===== src/rtl/gfx_irq_pkg.sv =====
// Shared constants and bit-position helpers for the interrupt register.
// Assumes ten events in a fixed order; positions are decoded by software.
package gfx_irq_pkg;

    localparam int NUM_EV   = 10;
    localparam int DATA_W   = 32;
    localparam int SRST_BIT = 15;
    localparam int PORT_EV  = 7;

    typedef enum logic [3:0] {
        EV_VSYNC, EV_BUSY, EV_BFULL, EV_BEMPTY, EV_CFULL,
        EV_CEMPTY, EV_BURST, EV_PORT, EV_THR_HI, EV_THR_LO
    } ev_e;

    // Status / clear bit position of an event.
    function automatic int stat_bit(int ev);
        return (ev < 8) ? ev : ev + 8;
    endfunction

    // Whether an event owns an enable bit.
    function automatic bit has_enable(int ev);
        return ev != PORT_EV;
    endfunction

    // Enable bit position of an event (only valid when has_enable).
    function automatic int en_bit(int ev);
        return (ev < 7) ? ev + 8 : ev + 16;
    endfunction

    // Mask of all implemented status positions.
    function automatic logic [DATA_W-1:0] stat_mask();
        logic [DATA_W-1:0] m;
        m = '0;
        for (int e = 0; e < NUM_EV; e++) m[stat_bit(e)] = 1'b1;
        return m;
    endfunction

endpackage


===== src/rtl/gfx_irq_edge.sv =====
// Rising-edge detector for the event source levels.
// Assumes sources are synchronous to clk.
module gfx_irq_edge #(
    parameter int N = 10
) (
    input  logic         clk,
    input  logic         rst_n,
    input  logic [N-1:0] src_i,
    output logic [N-1:0] rise_o
);

    logic [N-1:0] prev_q;

    // Remember last cycle's source levels.
    always_ff @(posedge clk) begin
        if (!rst_n) prev_q <= '0;
        else        prev_q <= src_i;
    end

    assign rise_o = src_i & ~prev_q;

    AST_RISE_SINGLE: assert property (@(posedge clk) disable iff (!rst_n)
        (|rise_o) |=> ((rise_o & $past(rise_o)) == '0));

endmodule


===== src/rtl/gfx_irq_ctrl.sv =====
// Control word decode: clear pulses, enable register, soft-reset register.
// Assumes wr_hit_i is already qualified by strobe, write and address.
module gfx_irq_ctrl
    import gfx_irq_pkg::*;
#(
    parameter int NE = NUM_EV,
    parameter int DW = DATA_W
) (
    input  logic          clk,
    input  logic          rst_n,
    input  logic          wr_hit_i,
    input  logic [DW-1:0] wdata_i,
    output logic [NE-1:0] clr_o,
    output logic [NE-1:0] en_o,
    output logic          srst_o
);

    logic [NE-1:0] en_next;
    logic [NE-1:0] en_q;
    logic          srst_q;

    for (genvar e = 0; e < NE; e++) begin : g_ev
        assign clr_o[e] = wr_hit_i & wdata_i[stat_bit(e)];
        if (has_enable(e)) begin : g_en
            assign en_next[e] = wdata_i[en_bit(e)];
        end else begin : g_noen
            assign en_next[e] = 1'b0;
        end
    end

    // Load enables and soft reset on every control write.
    always_ff @(posedge clk) begin
        if (!rst_n) begin
            en_q   <= '0;
            srst_q <= 1'b0;
        end else if (wr_hit_i) begin
            en_q   <= en_next;
            srst_q <= wdata_i[SRST_BIT];
        end
    end

    assign en_o   = en_q;
    assign srst_o = srst_q;

    AST_SRST_FOLLOWS_WRITE: assert property (@(posedge clk) disable iff (!rst_n)
        wr_hit_i |=> (srst_o == $past(wdata_i[SRST_BIT])));
    AST_SRST_HOLDS: assert property (@(posedge clk) disable iff (!rst_n)
        !wr_hit_i |=> $stable(srst_o));
    AST_PORT_NEVER_ENABLED: assert property (@(posedge clk) disable iff (!rst_n)
        wr_hit_i |=> !en_o[PORT_EV]);

endmodule


===== src/rtl/gfx_irq_status.sv =====
// Latched event status bank: set on edge, clear on request, flushed by soft reset.
// Assumes set has priority over clear in the same cycle.
module gfx_irq_status #(
    parameter int N = 10
) (
    input  logic         clk,
    input  logic         rst_n,
    input  logic [N-1:0] rise_i,
    input  logic [N-1:0] clr_i,
    input  logic         srst_i,
    output logic [N-1:0] st_o
);

    logic [N-1:0] st_q;

    // Update latched events each cycle.
    always_ff @(posedge clk) begin
        if (!rst_n)      st_q <= '0;
        else if (srst_i) st_q <= '0;
        else             st_q <= (st_q & ~clr_i) | rise_i;
    end

    assign st_o = st_q;

    AST_EVENT_LATCHES: assert property (@(posedge clk) disable iff (!rst_n)
        !srst_i |=> ((st_q & $past(rise_i)) == $past(rise_i)));
    AST_CLEAR_DROPS: assert property (@(posedge clk) disable iff (!rst_n)
        (|(clr_i & ~rise_i)) |=> ((st_q & $past(clr_i & ~rise_i)) == '0));
    AST_NO_SPURIOUS_SET: assert property (@(posedge clk) disable iff (!rst_n)
        ((st_q & ~$past(st_q) & ~$past(rise_i)) == '0));
    AST_SRST_FLUSH: assert property (@(posedge clk) disable iff (!rst_n)
        srst_i |=> (st_q == '0));

endmodule


===== src/rtl/gfx_irq_regs.sv =====
// Top: shared-address status/control register with a single interrupt output.
// Reads at REG_ADDR return status; writes there load the control word.
module gfx_irq_regs
    import gfx_irq_pkg::*;
#(
    parameter int                ADDR_W   = 8,
    parameter logic [ADDR_W-1:0] REG_ADDR = 'h04
) (
    input  logic              clk,
    input  logic              rst_n,
    input  logic              bus_valid,
    input  logic              bus_write,
    input  logic [ADDR_W-1:0] bus_addr,
    input  logic [DATA_W-1:0] bus_wdata,
    output logic [DATA_W-1:0] bus_rdata,
    input  logic [NUM_EV-1:0] ev_src,
    output logic              irq,
    output logic              engine_reset
);

    localparam logic [DATA_W-1:0] STAT_MASK = stat_mask();

    logic              hit, wr_hit, rd_hit;
    logic [NUM_EV-1:0] rise, clr, en, st;
    logic              srst;
    logic [DATA_W-1:0] stat_word;

    assign hit    = bus_valid && (bus_addr == REG_ADDR);
    assign wr_hit = hit && bus_write;
    assign rd_hit = hit && !bus_write;

    gfx_irq_edge #(.N(NUM_EV)) u_edge (
        .clk(clk), .rst_n(rst_n), .src_i(ev_src), .rise_o(rise)
    );

    gfx_irq_ctrl #(.NE(NUM_EV), .DW(DATA_W)) u_ctrl (
        .clk(clk), .rst_n(rst_n), .wr_hit_i(wr_hit), .wdata_i(bus_wdata),
        .clr_o(clr), .en_o(en), .srst_o(srst)
    );

    gfx_irq_status #(.N(NUM_EV)) u_status (
        .clk(clk), .rst_n(rst_n), .rise_i(rise), .clr_i(clr),
        .srst_i(srst), .st_o(st)
    );

    // Scatter latched events into their status word positions.
    always_comb begin
        stat_word = '0;
        for (int e = 0; e < NUM_EV; e++) stat_word[stat_bit(e)] = st[e];
    end

    assign bus_rdata    = rd_hit ? stat_word : '0;
    assign irq          = |(st & en);
    assign engine_reset = srst;

    AST_IRQ_NEEDS_STATUS: assert property (@(posedge clk) disable iff (!rst_n)
        irq |-> (st != '0));
    AST_PORT_NO_IRQ: assert property (@(posedge clk) disable iff (!rst_n)
        (st == NUM_EV'(1 << PORT_EV)) |-> !irq);
    AST_RSVD_ZERO: assert property (@(posedge clk) disable iff (!rst_n)
        ((bus_rdata & ~STAT_MASK) == '0));

endmodule


===== config.mk =====
export PLATFORM = sky130hd
export DESIGN_NAME = gfx_irq_regs
export DESIGN_NICKNAME = d
export VERILOG_FILES = /design/src/rtl/gfx_irq_pkg.sv /design/src/rtl/gfx_irq_edge.sv /design/src/rtl/gfx_irq_ctrl.sv /design/src/rtl/gfx_irq_status.sv /design/src/rtl/gfx_irq_regs.sv
export SDC_FILE = /design/constraint.sdc
export NUM_CORES = 1
export LEC_CHECK = 0
export BUFFER_PORTS_ARGS = -buffer_cell sky130_fd_sc_hd__buf_2
export CAP_MARGIN = 40
export CORE_MARGIN = 8
export CORE_UTILIZATION = 42
export CTS_CLUSTER_DIAMETER = 120
export DETAILED_ROUTE_END_ITERATION = 7
export GPL_TIMING_DRIVEN = 0
export PLACE_DENSITY = 0.88
export SLEW_MARGIN = 0
export SYNTH_ARGS = -nofsm -noshare
export SYNTH_HDL_FRONTEND = slang
export SYNTH_SLANG_ARGS = --single-unit

===== constraint.sdc =====
create_clock -name clk -period 1.49 [get_ports clk]
set_input_delay 0.298 -clock clk [delete_from_list [all_inputs] [get_ports clk]]
set_output_delay 0.298 -clock clk [all_outputs]
set_load 0.01 [all_outputs]

==> impl_metrics.toml, run 1 <==
[worst_setup_path]
cp.buffers_inverters = 1
cp-end-kind = "primary output"
critPathLaunchType = "flop"
crit_path_top_delay_cell = "a222oi_1"
path_cells = "a222oi_1, nand3_1, buf_2"
worstPathRequired_ns = 1.19
worstPathMaxFanout = 2
arrival_ns = 1.40
crit_type = "flop to primary output"
crit_family = "compound AO/OA/AOI/OAI gates"
critPathMaxStageDelay_ns = 0.43

[power]
p_per_area_nw_per_um2 = 778
vdd_ir_drop_max_uv = 403
p_switching_uw = 397
p_seq_share_pct = 54.0
combPwrFrac_pct = 14.1
p_leak_nw = 1.07
switching_share_pct = 25.0
p_clk_share_pct = 31.8
power.internal_mw = 1.19

[detailed_routing]
drtIter0Drc = 29
vias = 1286
wl_met1_mm = 1.36
routed_wl_mm = 3.74
dr.pass1.iters = 4
wl_met3_microns = 442
highest_layer = "met4"
postRouteAntennaNets = 0
routed-wl-met2_mm = 1.89
avgViaCountPerCell = 4.39
drc = 0
post_drt_wl_per_cell_microns = 12.8

[finish]
fin_util_pct = 61.6
fin_nets = 300
syn2layout_area_growth_pct = 41.2
diodes = 0
drive_gt1_share_pct = 41.7
fin_cells = 293

[floorplan]
die_area_sq_um = 5570
ios = 88
fp.coreArea_sq_um = 3310
die_w_microns = 74.6
start_util_pct = 43.6
dieHeight_microns = 74.6
rows = 21

[clock_network]
insertion_delay_ns = 0.33
htree_levels = 2
clk_pin_slew_ns = 0.09
cts_tree = "built"
cts_root_buffer = "clkbuf_4"
cts_buffer_depth = 2
cts_buffers = 5
numClockSinks = 30

[global_route]
grt_max_degree = 11
grt_pass1_wl_mm = 5.64
grt_usage_pct = 13.6
overflow = 0
grt_pass1_vias = 1226
antenna_found_initial = 0

[timing]
fin_ws_ns = -0.210
final.min_clock_period_ns = 1.70
finalHoldViolations = 0
tns_ns = -1.34
whs_ns = 0.172
rsz0062_at_grt = "true"
skew_ns = 0.00928
slew_viol_final = 0
fmax_ghz = 0.588
finalSetupViolations = 11
fin_crit_sh_pct = 114

[logic_synthesis]
syn-cell-area_sq_um = 1440
avgSynthCellArea_sq_um = 8.91
synth_most_common_cell = "dfxtp_1"
seq_area_frac_synth_pct = 41.6
ys_ff_latch = 30
ys_warn_count = 0
yosysTopAreaCell = "dfxtp_1"
synth_cell_type_count = 22
ys.flop_type = "dfxtp_1"
ys_top_cells_by_area = "dfxtp_1 42%, buf_4 12%, nor2b_1 9.1%"
synthArstFlopShare_pct = 0
synth_cells = 162
synth_top_area_share_pct = 41.6
ys_top_cells_by_count = "30 x dfxtp_1, 24 x buf_4, 21 x nor2b_1"
synth-edff-count = 0

[place]
dpl.cell_count = 282
dp_hpwl_mm = 2.82
gp_congestion = 0.744
dp_slack_ns = -0.151
io_buffers = 53

[run]
maxCapViolations = 0

[worst_hold_path]
worstHoldPathType = "input pin to flop"

[outcome]
violations = "negative setup slack"
outcome = "complete, but fails checks"
==> path summary, 6_finish.rpt <==
kind,from,end,slack (ns),cells after the start
worst max register to register,u_ctrl.srst_o$_SDFFE_PN0N_,u_status.st_o[6]$_SDFF_PP0_,0.32,4
worst max-delay path,u_status.st_o[5]$_SDFF_PP0_,irq,-0.21,3
worst min register to register,u_ctrl.en_o[4]$_SDFFE_PN0N_,u_ctrl.en_o[4]$_SDFFE_PN0N_,0.47,2
worst min-delay path,ev_src[8],u_edge.prev_q[8]$_SDFF_PN0_,0.17,2
==> cell type report <==
class | count | area [sq um]
well taps | 46 | 57.6
fillers | 336 | 1270
plain buffers | 29 | 210
clock inverters | 1 | 5.00
flip-flops and latches | 30 | 603
clock buffers | 7 | 55.1
repair buffers | 56 | 354
multi-input cells | 124 | 754
==> worst register-to-register path: stages, from the launching register on <==
cell and delay (ns):
dfxtp_1 0.33, nor2b_1 0.10, clkbuf_1 0.35, o21ai_0 0.17, a21oi_1 0.14
==> state kept, by name (all words and copies together) (netlist names) <==
name           cells
u_ctrl.en_o        9
u_status.st_o     10
u_edge.prev_q     10
u_ctrl.srst_o      1
==> metal layers <==
layer  vias to the layer above  track usage (%)
li1                        662                -
met5                         -                0
met4                         0             4.57
met1                       572             13.8
met3                         6             7.86
met2                        46             22.8
==> timing repair <==
action | in CTS | in global routing
pin swaps | 11 | 4
gates cloned | 1 | 0
endpoints found under the setup margin | 11 | 11
buffers inserted | 1 | 1
resized for setup | 13 | 14
hold buffers | 0 | 0
==> per-stage QoR <==
step / cell area, sq um / power, mW
after CTS: 1980 / 1.59
after global routing: 2040 / 1.68
after detailed placement: 1850 / 1.08
after floorplan: 1520 / 1.01
final: 2040 / 1.59
after global placement: 1850 / 1.08
==> power by group through the flow <==
stage / Sequential [mW] / Clock [mW] / Combinational (mW)
floorplan: 0.867 / 0 / 0.140
global placement: 0.872 / 0 / 0.203
detailed placement: 0.874 / 0 / 0.209
CTS: 0.857 / 0.521 / 0.215
global route: 0.862 / 0.563 / 0.253
finish: 0.858 / 0.505 / 0.224
==> cell usage in the layout (no fill, tap or decap) <==
cell type  netlist  final
and2_4           0      8
and4b_2          0      1
buf_4           24     25
nor2b_1         21     21
buf_6            1     13
a221oi_2         0      1
and4_2           1      1
clkbuf_1         4      5
mux2i_1         10     10
nor2_1           1      1
o21ai_0         10     10
a21oi_1         10     10
nand4_1          1      1
and2_1          20     12
dfxtp_1         30     28
conb_1           1     22
nor4b_4          1      1
a22o_1           1      1
a222oi_1         1      1
clkbuf_4         0      5
clkbuf_8         0      1
a22oi_1          1      1
nor3b_4          0      1
nand3_1          1      1
clkinv_2         0      1
dfxtp_2          0      2
buf_2            0     43
nand2_1         20     20
==> cell families after synthesis <==
logic type	Yosys count	share of synthesized area, %
DFF	30	41.6
buffers and inverters	29	14.3
muxes	10	6.93
and+or+nand+nor	68	27.6
AOI/OAI and AO/OA	24	9.36
other	1	0.260
Note: power is estimated with default switching activity, not from simulation.
==> run 2: changes to the inputs <==
Settings changed: CORE_UTILIZATION 42 to 46, PLACE_DENSITY 0.88 to 0.95.
Clock period 1.49 ns to 2 ns, I/O delays scaled along.
==> impl_metrics.toml, run 2 (synthesized netlist as in run 1, its figures left out) <==
[finish]
diodes = 0
fin_util_pct = 62.5
final_cell_mix = "53 x buf_2, 30 x dfxtp_1, 24 x buf_4"
drive_gt1_share_pct = 35.4
fin_nets = 297
nFillCells = 312
final_common_cell = "buf_2"
syn2layout_area_growth_pct = 31.1

[clock_network]
ctsHoldBuffers = 0
cts_tree = "built"
numClockSinks = 30
cts_root_buffer = "clkbuf_4"
cts-resized-gates = 0
cts_buffer_depth = 2
clk_pin_slew_ns = 0.08
cts_setup_buffers = 0
cts_buffers = 5
htree_levels = 2
insertion_delay_ns = 0.31

[detailed_routing]
avgViaCountPerCell = 4.35
drc = 0
post_drt_wl_per_cell_microns = 11.7
dr.pass1.iters = 4
vias = 1248
routed_wl_mm = 3.37
drtIter0Drc = 38
postRouteAntennaNets = 0

[power]
totalPowerFinal_mw = 1.11
vdd_ir_drop_max_uv = 446
p_leak_nw = 1.01
p_per_area_nw_per_um2 = 585

[worst_setup_path]
path_cells = "buf_2, nor4b_4, and4b_1, buf_4, and2_1, buf_2"
worstPathMaxFanout = 10
reg2reg_to = "u_status.st_o[8]$_SDFF_PP0_"
cp.buffers_inverters = 3
crit_type = "input pin to primary output"
cp-end-kind = "primary output"
r2r_slack_ns = 0.84
critPathLaunchType = "input pin"
r2r_cells = 4
critPathMaxStageDelay_ns = 0.30
reg2reg_from = "u_ctrl.srst_o$_SDFFE_PN0N_"
arrival_ns = 1.45
crit_path_top_delay_cell = "nor4b_4"
critPathLaunch = "bus_addr[3]"
crit_family = "simple AND/OR/NAND/NOR gates"
worstPathRequired_ns = 1.60
path_common_cell = "buf_2"

[timing]
tns_ns = 0
finalSetupViolations = 0
finalHoldViolations = 0
fin_crit_sh_pct = 92.7
fmax_ghz = 0.540
final.min_clock_period_ns = 1.85
rsz0062_at_grt = "false"
skew_ns = 0.00452
slew_viol_final = 0

[floorplan]
fp.coreArea_sq_um = 3030
dieHeight_microns = 72.0
start_util_pct = 47.7
die_w_microns = 72.0
rows = 20
die_area_sq_um = 5190
ios = 88

[worst_hold_path]
holdPathEnd = "u_edge.prev_q[1]$_SDFF_PN0_"
worstHoldPathType = "input pin to flop"
worstHoldStart = "ev_src[1]"
min_path_cells = 2

[global_route]
grt_max_degree = 11
overflow = 0
grt_usage_pct = 13.4
grt_pass1_vias = 1238
grt_pass1_wl_mm = 5.50
antenna_found_initial = 0

[place]
io_buffers = 53
gp_congestion = 0.763
dp_hpwl_mm = 2.77

[run]
maxCapViolations = 0

[outcome]
outcome = "finished, final reports clean"
-- run 2: changes by cell type in the layout (fill, tap and decap cells not counted), moves of 2 or more --
cell and delta:
dfxtp_1 +2, buf_2 +10, and2_1 +8, and2_4 -8, dfxtp_2 -2, buf_6 -12
-- run 2: metrics by stage --
step / instance area (sq um) / hold WS [ns] / cells / setup slack (ns)
2_1_floorplan: 1520 / 0.437 / 183 / 0.435
3_3_place_gp: 1840 / 0.445 / 280 / 0.170
3_5_place_dp: 1840 / 0.453 / 280 / 0.114
4_1_cts: 1890 / 0.285 / 287 / 0.111
5_1_grt: 1890 / 0.280 / 287 / 0.0474
6_report: 1890 / 0.289 / 287 / 0.147
-- run 2: layout make-up --
cell class / instances / area [sq um] / share of cell area (%)
multi-input cells: 124 / 721 / 38.1
flip-flops and latches: 30 / 601 / 31.7
repair buffers: 53 / 265 / 14.0
plain buffers: 29 / 206 / 10.9
well taps: 44 / 55.1 / 2.91
clock buffers: 7 / 45.0 / 2.38
-- run 2: worst max-delay path by stage --
stage                               to  slack, ns  cells after the start
after detailed placement  bus_rdata[4]       0.11                      6
after global placement    bus_rdata[0]       0.17                      6
after CTS                 bus_rdata[4]       0.11                      6
final                     bus_rdata[3]       0.15                      6
after floorplan           bus_rdata[0]       0.44                      4
after global routing      bus_rdata[3]       0.05                      6
-- run 2: metal layers --
layer  share of wire (%)  track usage, %
met5                   0               0
met1                  37            13.1
met4                0.83            4.76
met2                  53            24.2
met3                 8.7            6.06
-- run 2: report_power, final --
| part | internal [mW] | switching [mW] |
|---|---|---|
| Combinational | 0.0867 | 0.0727 |
| Clock | 0.132 | 0.181 |
| Sequential | 0.623 | 0.0124 |
==> run 3: changes to the inputs <==
Settings changed: ABC_AREA set to 1, CORE_MARGIN 8 to 4, PLACE_DENSITY 0.95 to 0.94.
==> impl_metrics.toml, run 3 <==
[timing]
finalSetupViolations = 0
tns_ns = 0
rsz0062_at_grt = "false"
slew_viol_final = 0
finalHoldViolations = 0
final.min_clock_period_ns = 1.87
fmax_ghz = 0.536
fin_crit_sh_pct = 93.3
skew_ns = 0.0132

[logic_synthesis]
ys_top_cells_by_count = "54 x nand2_1, 42 x inv_1, 32 x nor2_1"
seq_area_frac_synth_pct = 40.2
synth_cells = 219
synthArstFlopShare_pct = 0
ys.flop_type = "dfxtp_1"
ys_top_cells_by_area = "dfxtp_1 40%, nand2_1 14%, buf_4 12%"
synth_most_common_cell = "nand2_1"
ys_warn_count = 0
synth_top_area_share_pct = 40.2
synth_cell_type_count = 19
avgSynthCellArea_sq_um = 6.82
synth-edff-count = 0
yosysTopAreaCell = "dfxtp_1"
ys_ff_latch = 30
syn-cell-area_sq_um = 1490

[worst_setup_path]
worstPathRequired_ns = 1.60
worstPathMaxFanout = 10
arrival_ns = 1.47
cp.buffers_inverters = 3
critPathLaunchType = "input pin"
cp-end-kind = "primary output"
crit_path_top_delay_cell = "nor3_2"
crit_family = "simple AND/OR/NAND/NOR gates"
path_cells = "buf_2, nor3_2, buf_4, nand3b_4, nor2_1, buf_2"
critPathMaxStageDelay_ns = 0.28
crit_type = "input pin to primary output"
path_common_cell = "buf_2"

[clock_network]
cts-resized-gates = 0
cts_root_buffer = "clkbuf_4"
cts_buffer_depth = 2
htree_levels = 2
cts_buffers = 5
insertion_delay_ns = 0.34
cts_setup_buffers = 0
ctsHoldBuffers = 0
numClockSinks = 30
cts_tree = "built"
clk_pin_slew_ns = 0.09

[floorplan]
fp.coreArea_sq_um = 3080
rows = 20
start_util_pct = 48.5
dieHeight_microns = 65.0
die_w_microns = 65.0
ios = 88
die_area_sq_um = 4220

[run]
maxCapViolations = 0

[finish]
syn2layout_area_growth_pct = 30.7
fin_util_pct = 63.5
fin_nets = 354
drive_gt1_share_pct = 29.9
final_cell_mix = "54 x nand2_1, 54 x buf_2, 42 x inv_1"
diodes = 0

[global_route]
grt_pass1_wl_mm = 5.45
overflow = 0
grt_pass1_vias = 1335
grt_max_degree = 11
grt_usage_pct = 17.1
antenna_found_initial = 0

[outcome]
outcome = "finished, final reports clean"

[power]
p_clk_share_pct = 32.3
p_seq_share_pct = 53.9
p_switching_uw = 308
power.internal_uw = 874
p_per_area_nw_per_um2 = 605
switching_share_pct = 26.0
vdd_ir_drop_max_uv = 498
p_leak_nw = 1.18
combPwrFrac_pct = 13.8

[detailed_routing]
vias = 1455
routed_wl_mm = 3.51
dr.pass1.iters = 4
drtIter0Drc = 54
postRouteAntennaNets = 0
avgViaCountPerCell = 4.22
post_drt_wl_per_cell_microns = 10.2
drc = 0

[place]
io_buffers = 53
dp_hpwl_mm = 2.75
gp_congestion = 0.775

[worst_hold_path]
worstHoldPathType = "input pin to flop"
run 3: cell types whose count changed after synthesis, moves of 2 or more:
cell      delta
inv_1       +42
nand2_1     +34
nor2_1      +31
nor2b_1     -21
and2_1      -20
mux2i_1     -10
nand4_1      +9
o21ai_0      -9
a21oi_1      +3
clkbuf_1     -2
o22ai_1      +2
run 3: worst paths after layout:
| kind | from | to | slack (ns) | cells past startpoint |
|---|---|---|---|---|
| max | bus_addr[7] | bus_rdata[16] | 0.13 | 6 |
| max reg2reg | u_ctrl.srst_o$_SDFFE_PN0N_ | u_status.st_o[0]$_SDFF_PP0_ | 1.10 | 3 |
| min | ev_src[8] | u_edge.prev_q[8]$_SDFF_PN0_ | 0.25 | 3 |
| min reg2reg | u_status.st_o[8]$_SDFF_PP0_ | u_status.st_o[8]$_SDFF_PP0_ | 0.47 | 2 |
run 3: logic make-up (layout without fill, tap and decap cells):
kind of cell / after synthesis / in the layout / synth area share (%)
AND/OR/NAND/NOR: 101 / 101 / 29.6
flip-flops: 30 / 30 / 40.2
other: 1 / 22 / 0.251
AO/OA/AOI/OAI: 16 / 16 / 5.53
buffers and inverters: 71 / 132 / 24.5
run 3: stage by stage:
step                      setup slack (ns)  cells  power (mW)  hold WS (ns)  instance area (sq um)
after floorplan                      0.466    240       0.752         0.440                   1570
after global placement               0.195    337       0.806         0.449                   1890
after detailed placement             0.140    337       0.811         0.452                   1890
after CTS                            0.141    345        1.19         0.235                   1950
after global routing                0.0572    345        1.25         0.244                   1950
final                                0.134    345        1.18         0.254                   1950
run 3: final cells by class:
class	instances	area, sq um
plain buffers	29	208
clock inverters	1	5.00
inverters	42	158
flip-flops and latches	30	601
multi-input cells	139	607
well taps	44	55.1
fillers	319	1120
clock buffers	7	55.1
repair buffers	53	265
run 3: power groups by stage:
stage | Clock [mW] | Sequential [mW] | Combinational [mW]
global route | 0.424 | 0.640 | 0.183
global placement | 0 | 0.650 | 0.156
detailed placement | 0 | 0.651 | 0.160
CTS | 0.391 | 0.637 | 0.160
floorplan | 0 | 0.647 | 0.105
finish | 0.382 | 0.637 | 0.163
run 3: worst min-delay path, cell delays in order:
cell and delay (ns):
buf_2 0.08, nand2_1 0.04, inv_1 0.04
run 3: per-layer routing:
metal	global-route usage (%)	wire [microns]	share of wire, %
met5	0	0	0
met4	6.07	29	0.83
met1	18.8	1470	42
met3	6.59	292	8.3
met2	29.6	1720	49
